$ cat src/rtl/logshift_pkg.sv
`timescale 1ns/1ps
// Package: shared types for the logarithmic shifter.
// Assumes nothing beyond IEEE 1800-2017 enum/struct support.
package logshift_pkg;

    // Encoding of the external kind field (2'b11 is reserved, acts as logical).
    typedef enum logic [1:0] {
        KIND_LOGICAL  = 2'b00,
        KIND_ARITH    = 2'b01,
        KIND_CIRCULAR = 2'b10,
        KIND_RESERVED = 2'b11
    } shift_kind_e;

    // Fill policy shared by every stage.
    typedef enum logic [1:0] {
        FILL_ZERO = 2'b00,
        FILL_SIGN = 2'b01,
        FILL_WRAP = 2'b10
    } fill_mode_e;

    // Control word broadcast to all stages; kept in one struct so it updates atomically.
    typedef struct packed {
        logic       to_msb;
        fill_mode_e mode;
    } stage_ctrl_t;

endpackage

$ cat src/rtl/logshift_ctrl.sv
`timescale 1ns/1ps
// Module: logshift_ctrl
// Turns the external kind code and direction into one fill policy plus
// direction for all stages. Assumes the kind code follows logshift_pkg.
module logshift_ctrl
    import logshift_pkg::*;
(
    input  logic [1:0]  kind,
    input  logic        to_msb,
    output stage_ctrl_t ctrl
);

    // Select the fill policy: wrap for circular, sign only for arithmetic right, else zero.
    always_comb begin
        ctrl.to_msb = to_msb;
        ctrl.mode   = FILL_ZERO;
        if (kind == KIND_CIRCULAR) begin
            ctrl.mode = FILL_WRAP;
        end else if (kind == KIND_ARITH && !to_msb) begin
            ctrl.mode = FILL_SIGN;
        end
    end

endmodule

$ cat src/rtl/logshift_stage.sv
`timescale 1ns/1ps
// Module: logshift_stage
// One power-of-two stage: moves its input by DIST places when en is set,
// otherwise passes it through. Assumes 0 < DIST < W.
module logshift_stage
    import logshift_pkg::*;
#(
    parameter int W    = 8,
    parameter int DIST = 1
) (
    input  logic [W-1:0] din,
    input  logic         en,
    input  stage_ctrl_t  ctrl,
    output logic [W-1:0] dout
);

    localparam int BACK = W - DIST;

    logic [W-1:0] up_zero;
    logic [W-1:0] up_wrap;
    logic [W-1:0] dn_zero;
    logic [W-1:0] dn_sign;
    logic [W-1:0] dn_wrap;

    // Form every candidate move, pick one, then check it against this stage's own inputs.
    always_comb begin
        up_zero = din << DIST;
        up_wrap = (din << DIST) | (din >> BACK);
        dn_zero = din >> DIST;
        dn_sign = W'($signed(din) >>> DIST);
        dn_wrap = (din >> DIST) | (din << BACK);

        if (!en) begin
            dout = din;
        end else if (ctrl.to_msb) begin
            dout = (ctrl.mode == FILL_WRAP) ? up_wrap : up_zero;
        end else begin
            case (ctrl.mode)
                FILL_WRAP: dout = dn_wrap;
                FILL_SIGN: dout = dn_sign;
                default:   dout = dn_zero;
            endcase
        end

        // a non-circular move toward the MSB leaves the low DIST bits cleared.
        if (en && ctrl.to_msb && ctrl.mode != FILL_WRAP) begin
            p_low_zero_fill_r2: assert (dout[DIST-1:0] == '0)
                else $error("R2 stage %0d low bits not zero", DIST);
        end
        // a zero-fill move toward the LSB leaves the high DIST bits cleared.
        if (en && !ctrl.to_msb && ctrl.mode == FILL_ZERO) begin
            p_high_zero_fill_r3: assert (dout[W-1 -: DIST] == '0)
                else $error("R3 stage %0d high bits not zero", DIST);
        end
        // a sign-fill move keeps the MSB.
        if (en && !ctrl.to_msb && ctrl.mode == FILL_SIGN) begin
            p_sign_kept_r4: assert (dout[W-1] == din[W-1])
                else $error("R4 stage %0d sign lost", DIST);
        end
        // a wrap move never creates or loses ones.
        if (en && ctrl.mode == FILL_WRAP) begin
            p_ones_kept_r6: assert ($countones(dout) == $countones(din))
                else $error("R6 stage %0d popcount changed", DIST);
        end
    end

endmodule

$ cat src/rtl/logshift_unit.sv
`timescale 1ns/1ps
// Module: logshift_unit (top)
// Combinational W-bit shifter built from log2(W) cascaded stages, each driven
// by one bit of the binary shift count. Assumes W is a power of two >= 2.
module logshift_unit
    import logshift_pkg::*;
#(
    parameter int W  = 8,
    parameter int AW = $clog2(W)
) (
    input  logic [W-1:0]  data_in,
    input  logic [AW-1:0] shift_amt,
    input  logic          shift_left,
    input  logic [1:0]    shift_kind,
    output logic [W-1:0]  data_out
);

    localparam int NSTAGE = AW;

    stage_ctrl_t  ctrl;
    logic [W-1:0] chain [NSTAGE+1];

    // Shared control decode for all stages.
    logshift_ctrl u_ctrl (
        .kind   (shift_kind),
        .to_msb (shift_left),
        .ctrl   (ctrl)
    );

    // Entry of the stage chain.
    assign chain[0] = data_in;

    // Stage i moves by 2**i under count bit i.
    for (genvar i = 0; i < NSTAGE; i++) begin : g_stage
        logshift_stage #(
            .W    (W),
            .DIST (1 << i)
        ) u_stage (
            .din  (chain[i]),
            .en   (shift_amt[i]),
            .ctrl (ctrl),
            .dout (chain[i+1])
        );
    end

    // Exit of the stage chain.
    assign data_out = chain[NSTAGE];

endmodule

$ cat config.mk
export PLATFORM = sky130hd
export DESIGN_NAME = logshift_unit
export DESIGN_NICKNAME = d
export VERILOG_FILES = /design/src/rtl/logshift_pkg.sv /design/src/rtl/logshift_ctrl.sv /design/src/rtl/logshift_stage.sv /design/src/rtl/logshift_unit.sv
export SDC_FILE = /design/constraint.sdc
export NUM_CORES = 1
export LEC_CHECK = 0
export ABC_AREA = 1
export BUFFER_PORTS_ARGS = -buffer_cell sky130_fd_sc_hd__buf_2
export CORE_AREA = 5 5 42 44
export DETAILED_ROUTE_END_ITERATION = 10
export DIE_AREA = 0 0 47 49
export PLACE_DENSITY = 0.76
export SYNTH_ARGS = -nofsm -noshare
export SYNTH_HDL_FRONTEND = slang
export SYNTH_SLANG_ARGS = --single-unit
$ cat constraint.sdc
create_clock -name vclk -period 3
set_clock_uncertainty 0.2 [all_clocks]
set_input_delay 0.6 -clock vclk [all_inputs]
set_output_delay 0.6 -clock vclk [all_outputs]
set_load 0.03 [all_outputs]
==> metrics.txt <==
status=complete, no violations; net count after synthesis=145; Power, Total=0.1423 mW; sequential share of the synthesized area=0%; global router's overall resource usage=15.79%; Worst Setup Slack, final=276.6 ps; worst setup path startpoint=shift_left; Pwr Density=204.9 mW/mm^2; CP Class=in2out; YS warnings=0; Pre-antenna DRT Iters=5; Peak VDD IR=96.90 uV; Yosys cell types=15; synth top area cells=nand2_1 (36%), nand3_1 (27%), inv_1 (8.9%); Final Max Slew Viols=0; gpl congestion=0.9082; RSZ-0062 raised after global routing=no; pre-CTS WS=235.0 ps; ANT nets after route=0; Leak=0.4440 nW; Fin Setup TNS=0 ps; Fmax=367.2 MHz; gr ovfl total=0; Most Frequent Cell on Critical Path=nand2_1; max_slew headroom=75.52%; first-pass GRT wire length=2.994 mm; number of diodes=0; full die area=0.002303 sq mm; WHS=1450 ps; Hold Path Class=in2out; Initial Util=42.05%; nets=166; initial antenna violation count=0; CLK BUF=0; Hold Violations, Final=0; chip height=49 um; Worst EP required=2200 ps; Final Critical Period=2723 ps; number of sequential cells=0; CP peak stage delay=210 ps; Buf/Inv on CP=4; post-route design area=694.4 sq um; crit start category=input port; port buffer count=22; cell count along the critical path=13; largest net degree at the start of global routing=20; HPWL after DPL=1.481 mm; Syn Inst Count=131; fillers=164; critical path cell sequence=clkbuf_4 > inv_4 > nand3_1 > nand2_1 > nand2_1 > nand2_1 > nand2_1 > nand2_1 > nand3_1 > nand3_1 > nand2_1 > inv_1 > buf_2; final setup violation count=0; Syn-to-layout area delta=17.83%; CP Capture Point=data_out[5]; total I/O pin count=22; core area=0.001401 sq mm; vias in the first global route=753; layout cells sized above 1=18.00%; row count=14; Placement Cell Area=691.9 sq um; max_cap viols=0; slew of the pin with the lowest slew margin=367.3 ps; mapped cell area=589.3 sq um; per-cell routed wire length=10.61 um; vias per cell=5.488; Mean Syn Cell Area=4.499 sq um; Synth top area share=35.67%; Total Wirelength=1.762 mm; cell taking the most area after synthesis=nand2_1; Final period util=90.78%; Reg area=0 sq um; commonest non-fill, non-tap cell in the layout=nand2_1; Max stage delay cell, worst path=clkbuf_4; vias post-DR=911; DRT iter0 DRCs=26; Die X=47 um; crit end category=primary output; Arrival @ worst endpoint=1920 ps; commonest non-fill, non-tap cells in the layout=nand2_1 (56), nand3_1 (32), buf_2 (21); number of remaining DRC errors=0; delay-heaviest family, CP=simple AND/OR/NAND/NOR gates; Worst Path Max Fanout=19
-- cell usage after synthesis --
master    instances
nand2_1          56
nand3_1          32
inv_1            14
a21oi_1           8
nor2_1            5
a21oi_2           3
nand4_1           3
buf_6             2
o21ai_1           2
buf_2             1
clkinv_1          1
inv_2             1
inv_4             1
o21ai_0           1
or2_1             1
-- layer usage --
metal  vias to the layer above  global-route usage [%]  wire, um
met5                         -                       0         0
met4                         0                   4.147        24
met3                         4                       0       142
met2                        46                   26.02       879
met1                       391                   21.96       716
li1                        470                       -         -
-- worst min path at each step --
stage	start	end	slack (ps)	cells after the start
6_report	shift_amt[2]	data_out[7]	1450	4
5_1_grt	shift_amt[2]	data_out[7]	1480	4
4_1_cts	shift_amt[2]	data_out[7]	1440	4
3_5_place_dp	shift_amt[2]	data_out[7]	1440	4
3_3_place_gp	shift_amt[2]	data_out[7]	1430	4
2_1_floorplan	shift_amt[2]	data_out[4]	1220	3
-- power breakdown --
part / switching [mW] / internal (mW) / leakage (nW)
Combinational: 0.0975 / 0.0448 / 0.444
Clock: 0 / 0 / 0
Sequential: 0 / 0 / 0
-- metrics by stage --
step	instances	utilization, %
final	166	49.55
after global routing	166	49.55
after CTS	166	49.38
after detailed placement	166	49.38
after global placement	166	49.38
after floorplan	131	-
-- area by class of cell --
| class | instances | area [sq um] | area share [%] |
|---|---|---|---|
| inverters | 17 | 66.31 | 9.550 |
| well taps | 16 | 20.02 | 2.883 |
| repair buffers | 22 | 112.6 | 16.22 |
| multi-input cells | 111 | 495.5 | 71.35 |
-- what timing repair did --
action / in CTS / in global routing
setup endpoints to repair: 0 / 1
resized for setup: 0 / 1
buffers inserted: 0 / 0
hold buffers: 0 / 0
-- logic make-up (layout without fill, tap and decap cells) --
group / after synthesis / count (layout) / share of synthesized area [%]
AO/OA/AOI/OAI: 14 / 14 / 13.80
buffers and inverters: 20 / 39 / 15.92
AND/OR/NAND/NOR: 97 / 97 / 70.28
No activity file was read; power rests on OpenSTA's default activity.
